**src/rtl/irq_agg_pkg.sv**
```systemverilog
`timescale 1ns/1ps
package irq_agg_pkg;
    localparam int unsigned STAT_W   = 32;
    localparam int unsigned NUM_SRC  = 2;
    localparam int unsigned CALC_BIT = 0;
    localparam int unsigned DMA_BIT  = 8;

    typedef logic [STAT_W-1:0] stat_t;

    typedef struct packed {
        logic  evt;
        stat_t mask;
    } set_req_t;

    typedef struct packed {
        logic  valid;
        stat_t mask;
    } clr_req_t;

    // Bit position owned by internal source number idx.
    function automatic int unsigned src_bit(int unsigned idx);
        return (idx == 0) ? CALC_BIT : DMA_BIT;
    endfunction

    // Clear first, then set.
    function automatic stat_t next_word(stat_t cur, clr_req_t c, set_req_t s);
        stat_t kill;
        kill = c.valid ? c.mask : '0;
        return (cur & ~kill) | s.mask;
    endfunction
endpackage

```
**src/rtl/irq_src_merge.sv**
```systemverilog
`timescale 1ns/1ps
module irq_src_merge
    import irq_agg_pkg::*;
#(
    parameter int unsigned N_SRC = NUM_SRC
) (
    input  logic             sw_valid,
    input  stat_t            sw_data,
    input  logic [N_SRC-1:0] hw_src,
    output set_req_t         set_req
);
    stat_t src_mask [N_SRC];

    for (genvar g = 0; g < N_SRC; g++) begin : g_src
        always_comb begin
            src_mask[g] = '0;
            src_mask[g][src_bit(g)] = hw_src[g];
        end
    end

    always_comb begin
        stat_t acc;
        acc = sw_valid ? sw_data : '0;
        for (int i = 0; i < N_SRC; i++) begin
            acc = acc | src_mask[i];
        end
        set_req.mask = acc;
        set_req.evt  = sw_valid | (|hw_src);
    end
endmodule

```
**src/rtl/irq_status_reg.sv**
```systemverilog
`timescale 1ns/1ps
module irq_status_reg
    import irq_agg_pkg::*;
(
    input  logic     clk,
    input  logic     rst,
    input  set_req_t set_req,
    input  clr_req_t clr_req,
    output stat_t    stat_q,
    output stat_t    stat_d
);
    assign stat_d = next_word(stat_q, clr_req, set_req);

    always_ff @(posedge clk) begin
        if (rst) stat_q <= '0;
        else     stat_q <= stat_d;
    end

    AST_SET_STICKS: assert property (@(posedge clk) disable iff (rst)
        set_req.evt |=> ((stat_q & $past(set_req.mask)) == $past(set_req.mask)));
    AST_CLEAR_TAKES: assert property (@(posedge clk) disable iff (rst)
        clr_req.valid |=> ((stat_q & $past(clr_req.mask & ~set_req.mask)) == '0));
    AST_IDLE_STABLE: assert property (@(posedge clk) disable iff (rst)
        (!set_req.evt && !clr_req.valid) |=> $stable(stat_q));
endmodule

```
**src/rtl/irq_signal_gen.sv**
```systemverilog
`timescale 1ns/1ps
module irq_signal_gen
    import irq_agg_pkg::*;
(
    input  logic  clk,
    input  logic  rst,
    input  logic  msg_mode,
    input  logic  set_evt,
    input  logic  clr_valid,
    input  stat_t stat_d,
    output logic  irq_line,
    output logic  msg_pulse
);
    logic nz;
    assign nz = |stat_d;

    always_ff @(posedge clk) begin
        if (rst) begin
            irq_line  <= 1'b0;
            msg_pulse <= 1'b0;
        end else begin
            msg_pulse <= msg_mode & set_evt & nz;
            if (!msg_mode) begin
                if (set_evt && nz)          irq_line <= 1'b1;
                else if (clr_valid && !nz)  irq_line <= 1'b0;
            end
        end
    end

    AST_PULSE_CAUSE: assert property (@(posedge clk) disable iff (rst)
        msg_pulse |-> ($past(set_evt) && $past(msg_mode)));
    AST_MSG_HOLDS_LINE: assert property (@(posedge clk) disable iff (rst)
        msg_mode |=> $stable(irq_line));
    AST_FALL_ONLY_ZERO: assert property (@(posedge clk) disable iff (rst)
        $fell(irq_line) |-> ($past(stat_d) == '0));
endmodule

```
**src/rtl/irq_agg_unit.sv**
```systemverilog
`timescale 1ns/1ps
module irq_agg_unit
    import irq_agg_pkg::*;
(
    input  logic              clk,
    input  logic              rst,
    input  logic              msg_mode,
    input  logic              set_valid,
    input  logic [STAT_W-1:0] set_data,
    input  logic              ack_valid,
    input  logic [STAT_W-1:0] ack_data,
    input  logic              calc_done,
    input  logic              dma_done,
    output logic [STAT_W-1:0] status,
    output logic              irq_line,
    output logic              msg_pulse
);
    set_req_t set_req;
    clr_req_t clr_req;
    stat_t    stat_d;
    logic [NUM_SRC-1:0] hw_src;

    assign hw_src        = {dma_done, calc_done};
    assign clr_req.valid = ack_valid;
    assign clr_req.mask  = ack_data;

    irq_src_merge #(.N_SRC(NUM_SRC)) u_merge (
        .sw_valid (set_valid),
        .sw_data  (set_data),
        .hw_src   (hw_src),
        .set_req  (set_req)
    );

    irq_status_reg u_stat (
        .clk     (clk),
        .rst     (rst),
        .set_req (set_req),
        .clr_req (clr_req),
        .stat_q  (status),
        .stat_d  (stat_d)
    );

    irq_signal_gen u_sig (
        .clk       (clk),
        .rst       (rst),
        .msg_mode  (msg_mode),
        .set_evt   (set_req.evt),
        .clr_valid (clr_req.valid),
        .stat_d    (stat_d),
        .irq_line  (irq_line),
        .msg_pulse (msg_pulse)
    );

    AST_RESET_QUIET: assert property (@(posedge clk)
        rst |=> (status == '0 && !irq_line && !msg_pulse));
endmodule

```
**config.mk**
```make
export PLATFORM = sky130hd
export DESIGN_NAME = irq_agg_unit
export DESIGN_NICKNAME = d
export VERILOG_FILES = /design/src/rtl/irq_agg_pkg.sv /design/src/rtl/irq_src_merge.sv /design/src/rtl/irq_status_reg.sv /design/src/rtl/irq_signal_gen.sv /design/src/rtl/irq_agg_unit.sv
export SDC_FILE = /design/constraint.sdc
export NUM_CORES = 1
export LEC_CHECK = 0
export CAP_MARGIN = 20
export CORE_MARGIN = 2
export CORE_UTILIZATION = 35
export CTS_BUF_LIST = sky130_fd_sc_hd__clkbuf_4
export CTS_CLUSTER_DIAMETER = 120
export CTS_CLUSTER_SIZE = 24
export DETAILED_ROUTE_END_ITERATION = 8
export PLACE_DENSITY = 0.79
export SKIP_CTS_REPAIR_TIMING = 1
export SLEW_MARGIN = 20
export SYNTH_ARGS = -nofsm -noshare
export SYNTH_HDL_FRONTEND = slang
export SYNTH_SLANG_ARGS = --single-unit
```
**constraint.sdc**
```tcl
create_clock -name clk -period 2.05 [get_ports clk]
set_clock_uncertainty 0.05 [all_clocks]
set_input_delay 0.41 -clock clk [delete_from_list [all_inputs] [get_ports clk]]
set_output_delay 0.41 -clock clk [all_outputs]
set_load 0.02 [all_outputs]
```
Word level (Yosys, flattened, before mapping)
Cells that the tools add are included.
W data, S select, Z words.
{ "word_totals": {"register_bits": 34, "wordCells": 23} }
{ "op_classes": {"mux": 4, "bitwise_logic": 9, "reduce_logical": 7} }
{ "op_table": {"columns": ["cell", "count"], "rows": [
  ["$mux W32", 2],
  ["$and A32 B32 Y32", 1],
  ["$not A32 Y32", 1],
  ["$or A32 B1 Y32", 1],
  ["$or A32 B32 Y32", 1],
  ["$or A32 B9 Y32", 1],
  ["$reduce_or A32 Y1", 1],
  ["$and A1 B1 Y1", 2],
  ["$logic_and A1 B1 Y1", 2],
  ["$mux W1", 2],
  ["$reduce_and A2 Y1", 1],
  ["$reduce_bool A2 Y1", 1],
  ["$reduce_or A2 Y1", 1],
  ["$logic_not A1 Y1", 1],
  ["$not A1 Y1", 1],
  ["$or A1 B1 Y1", 1]
]} }

Longest topological paths before layout
{ "depth": {"word_depth": 9, "depth_mapped": 8} }

Modules after synthesis
From an unflattened synthesis, not the netlist that was laid out.
{ "unflattened": {"cells_unflattened": 258, "hier_area_um2": 1996.9} }
{ "modules_own_cells": {"columns": ["mod", "n_inst", "cells_per_inst", "area_each_um2", "seq_area_each_um2"], "rows": [
  ["irq_status_reg", 1, 202, 1615.3, 640.6],
  ["irq_src_merge", 1, 36, 224.0, 0.0],
  ["irq_signal_gen", 1, 20, 157.7, 40.0]
]} }

Least setup slack after synthesis
Ideal clock, no wire load.
{ "synth_path": {"path_type": "in2reg", "start": "in set_valid", "end": "reg u_sig.irq_line", "setup_time_ns": 0.127, "arrival_time_ns": 1.660, "required_time_ns": 1.873, "setup_slack_ns": 0.213, "cell_stages": 7, "n_path_buf": 2, "cell_sequence": "buf_2 -> buf_6 -> a22oi_2 -> nand4_1 -> or4_1 -> nor2_1 -> o22ai_1"} }
{ "synth_between": {"elab_chain_len": 9, "word_cells_on_any_way": 12} }
{ "synth_lines": {"columns": ["element", "line_no", "rtl"], "rows": [
  ["start: declaration", "irq_agg_unit.sv:8", "input logic set_valid,"],
  ["$mux W32", "irq_src_merge.sv:23", "acc = sw_valid ? sw_data : '0;"],
  ["$or A32 B1 Y32", "irq_src_merge.sv:25", "acc = acc | src_mask[i];"],
  ["$or A32 B9 Y32", "irq_src_merge.sv:25", null],
  ["$or A32 B32 Y32", "irq_agg_pkg.sv:29", "return (cur & ~kill) | s.mask;"],
  ["$reduce_or A32 Y1", "irq_signal_gen.sv:15", "assign nz = |stat_d;"],
  ["$logic_not A1 Y1", "irq_signal_gen.sv:25", "else if (clr_valid && !nz) irq_line <= 1'b0;"],
  ["$logic_and A1 B1 Y1", "irq_signal_gen.sv:25", null],
  ["$reduce_bool A2 Y1 (no line)", null, null],
  ["$reduce_and A2 Y1 (no line)", null, null],
  ["end signal: assignment", "irq_signal_gen.sv:19", "irq_line <= 1'b0;"],
  ["end signal: assignment", "irq_signal_gen.sv:24", "if (set_evt && nz) irq_line <= 1'b1;"],
  ["end signal: assignment", "irq_signal_gen.sv:25", null],
  ["end: declaration", "irq_signal_gen.sv:11", "output logic irq_line,"]
]} }
Several ways; a longest one is shown, not always the timed one.
A chain may end at the register's enable or synchronous reset.

Worst setup path in the final report
{ "layout_path": {"start": "in ack_data[0]", "end": "reg u_sig.msg_pulse"} }
{ "layout_between": {"elab_chain_len": 6} }
{ "layout_lines": {"columns": ["element", "line_no", "rtl"], "rows": [
  ["start: declaration", "irq_agg_unit.sv:11", "input logic [STAT_W-1:0] ack_data,"],
  ["$mux W32", "irq_agg_pkg.sv:28", "kill = c.valid ? c.mask : '0;"],
  ["$not A32 Y32", "irq_agg_pkg.sv:29", null],
  ["$and A32 B32 Y32", "irq_agg_pkg.sv:29", null],
  ["$or A32 B32 Y32", "irq_agg_pkg.sv:29", null],
  ["$reduce_or A32 Y1", "irq_signal_gen.sv:15", null],
  ["$and A1 B1 Y1", "irq_signal_gen.sv:22", "msg_pulse <= msg_mode & set_evt & nz;"],
  ["end signal: assignment", "irq_signal_gen.sv:22", null],
  ["end: declaration", "irq_signal_gen.sv:12", "output logic msg_pulse"]
]} }
No other way between the ends.

==> reports/qor.log <==
qor: die.die_w 67.7 um
qor: global_routing.via_count_of_the_first_global_routing_pass 1564
qor: global_routing.globalRouteOverflowTotal 0
qor: worst_setup_path.critPathLaunchType primary input
qor: worst_setup_path.timing.critical_path.cells clkdlybuf4s50_1 > nand2_1 > a221oi_1 > buf_4 > nand4_1 > or4_4 > nor2_2 > nor4b_1
qor: worst_setup_path.reg2reg_setup_slack 0.40 ns
qor: placed_design.finalWeightedCongestion 0.773
qor: cells_and_area.area_of_combinational_cells_with_multiple_inputs 676 um2
qor: logic_synthesis.synth_fa_ha_area_frac 0
qor: logic_synthesis.synth_xor_xnor_area_share 0
qor: sta.finalSetupViolations 0
qor: cells_and_area.post_route_cells_drive_above_1_share 0.170
qor: cells_and_area.final_net_count 352
qor: run.maxCapViolations 0
qor: drt.routed_wire_length_per_instance 13.9 um
qor: drt.initialDrtViolationCount 77
qor: logic_synthesis.area_share_of_and_or_nand_nor_cells_after_synthesis 0.230
qor: drt.remaining_drc_errors 0
qor: logic_synthesis.synthesis.instances 160
qor: worst_setup_path.timing.critical_path.to_type flip-flop
qor: logic_synthesis.synth.mux.area_fraction 0
qor: logic_synthesis.syn_area 0.00142 mm2
qor: worst_setup_path.reg2reg_depth 6
qor: sta.finalCriticalPeriod 1.89 ns
qor: cts.cts-root-to-sink-buffers 2
qor: die.floorplan.initialDensity 0.360
qor: worst_setup_path.cpPeakStageDelay 0.49 ns
qor: logic_synthesis.synth_cell_type_count 19
qor: logic_synthesis.synth_top_family_by_area simple AND/OR/NAND/NOR gates
qor: logic_synthesis.synth-compound-area-share 0.228
qor: cells_and_area.layout.core_utilization 0.699
qor: worst_setup_path.worstPathRequired 2.23 ns
qor: worst_setup_path.reg2reg_from u_stat.stat_q[0]$_SDFF_PP0_
qor: sta.slew_headroom 0.736
qor: cts.numClockSinks 34
qor: sta.max_freq 0.529 GHz
qor: placed_design.port-buffer-count 104
qor: worst_hold_path.hold_depth 2
qor: global_routing.antenna_found_initial 0
qor: drt.drt-vias-per-instance 4.99
qor: logic_synthesis.synthesis.area_per_instance 8.87 um2
qor: cells_and_area.flow.area_growth_from_synthesis 94.2%
qor: worst_hold_path.timing.hold.worst.start u_sig.irq_line$_SDFFE_PP0P_
qor: logic_synthesis.synth_fp_nets 231
qor: drt.route.vias.total 1656
qor: cts.cts-buffers-inserted 5
qor: worst_setup_path.worstReg2RegEnd u_sig.msg_pulse$_SDFF_PP0_
qor: cts.insertion_delay 0.35 ns
qor: worst_setup_path.crit_path_max_fanout 2
qor: die.std_cell_rows 23
qor: sta.final_min_period_over_clock_period 0.922
qor: power.irDropWorstVdd 0.388 mV
qor: logic_synthesis.yosys_register_bits 34
qor: worst_hold_path.path_type_of_the_worst_min_delay_path reg2reg
qor: power.powerDensity 613 mW/mm2
qor: worst_setup_path.critical_path_class in2reg
qor: outcome.status finished clean
qor: global_routing.first_pass_grt_wire_length 6840 um
qor: cells_and_area.num-fill-cells 337
qor: worst_setup_path.cp_top_family simple AND/OR/NAND/NOR gates
qor: worst_setup_path.timing.critical_path.buf_inv 2
qor: sta.setup_repair_after_global_routing_missed_its_margin no
qor: worst_setup_path.worst-path-stages 8
qor: worst_hold_path.worstHoldEndpoint u_sig.irq_line$_SDFFE_PP0P_
qor: die.dieHeight 67.7 um
qor: power.leakagePower 1.09 nW
qor: global_routing.grtUsageTotal 0.203
qor: drt.finalWirelength 4630 um
qor: worst_setup_path.crit_arrival 2.07 ns
qor: worst_setup_path.cp_max_delay_cell or4_4
qor: cells_and_area.antenna-diode-count 0
qor: die.die-area 0.00458 mm2
qor: global_routing.grt_start_max_net_pins 21
qor: sta.slew_viol_final 0
qor: cts.htree_levels 2
qor: cells_and_area.sequential_cell_area 681 um2
qor: logic_synthesis.sequential_share_of_the_synthesized_area 0.480
qor: cts.cts.root.buffer_cell clkbuf_4
qor: logic_synthesis.synth_warnings 0
qor: sta.timing.final.hold_violations 0
qor: sta.tightest_slew 0.394 ns
qor: die.design.core.area 0.00394 mm2
qor: cts.cts_tree built
qor: drt.drt-pass1-iter-count 4
qor: sta.hold_slack 0.469 ns
qor: cts.clk_pin_slew 0.10 ns
qor: drt.drt.antenna.violating_nets 0
qor: placed_design.hpwl 3580 um
qor: die.pin_count 105
[tightest hold or removal path, cell delays in order, from the launching register on]
cell and delay (ns):
dfxtp_1 0.34, o21ai_0 0.07, o22ai_1 0.07
[cell type report]
| cell class | count | share of cell area |
|---|---|---|
| clock buffers | 5 | 0.0136 |
| well taps | 50 | 0.0227 |
| repair buffers | 126 | 0.455 |
| flip-flops and latches | 34 | 0.247 |
| inverters | 1 | 0.00136 |
| multi-input cells | 113 | 0.245 |
| clock inverters | 3 | 0.0145 |
[metal layers]
metal / track usage / share of wire
met1: 0.224 / 0.41
met2: 0.348 / 0.46
met3: 0.0683 / 0.11
met4: 0.0918 / 0.017
met5: 0 / 0
[cells by family (layout without fill, tap and decap cells)]
logic type,Yosys count,count (layout)
flops,34,34
simple gates,78,78
buf+inv,13,135
compound gates,35,35
[synthesized netlist by cell type, drive strengths merged]
| library cell | number | share of area |
|---|---|---|
| a221oi | 2 | 0.017 |
| o22ai | 1 | 0.0044 |
| nand2 | 32 | 0.085 |
| inv | 1 | 0.0026 |
| o21ai | 1 | 0.0035 |
| nand4 | 8 | 0.035 |
| nor4b | 1 | 0.0062 |
| nor3 | 1 | 0.0035 |
| a22oi | 30 | 0.20 |
| clkbuf | 4 | 0.011 |
| or4 | 2 | 0.011 |
| nor2 | 34 | 0.090 |
| o21bai | 1 | 0.0053 |
| dfxtp | 34 | 0.48 |
| buf | 8 | 0.049 |
[flip-flops by register name (all words and copies together), names as in the netlist]
name / flops
u_sig.msg_pulse: 1
u_stat.stat_q: 32
u_sig.irq_line: 1
[worst max path at each step]
stage / startpoint / end / slack (ns)
after global routing: ack_data[0] / u_sig.irq_line$_SDFFE_PP0P_ / 0.08
after CTS: ack_valid / u_sig.msg_pulse$_SDFF_PP0_ / -0.10
after floorplan: set_valid / u_sig.irq_line$_SDFFE_PP0P_ / 0.21
after global placement: ack_valid / u_sig.irq_line$_SDFFE_PP0P_ / -0.42
after detailed placement: ack_valid / u_sig.msg_pulse$_SDFF_PP0_ / -0.46
final: ack_data[0] / u_sig.msg_pulse$_SDFF_PP0_ / 0.16
[cells in the final DEF (no fill, tap or decap), types with 2 or more instances in the layout]
cell type          n
a22oi_2           15
buf_6              3
buf_12             3
clkdlybuf4s50_1  102
dfxtp_1           34
buf_4             14
nand2_1           32
a22oi_1           15
nand4_1            8
nor2_1            33
buf_2              2
dlymetal6s2s_1     2
clkbuf_4           5
clkinv_2           2
[power by group]
group | internal (mW) | switching, mW
Clock | 0.252 | 0.232
Combinational | 0.284 | 0.190
Sequential | 0.704 | 0.0270
[metrics by stage]
stage                     std cells  TNS [ns]  setup WS [ns]  instance area, um2  power, mW
after floorplan                 160         0          0.213                1420      0.926
after global placement          322    -0.831         -0.419                2630       1.21
after detailed placement        322    -0.927         -0.465                2630       1.21
after CTS                       330    -0.201         -0.101                2700       1.69
after global routing            332         0         0.0819                2760       1.77
final                           332         0          0.160                2760       1.69
No activity file was read; power rests on OpenSTA's default activity.
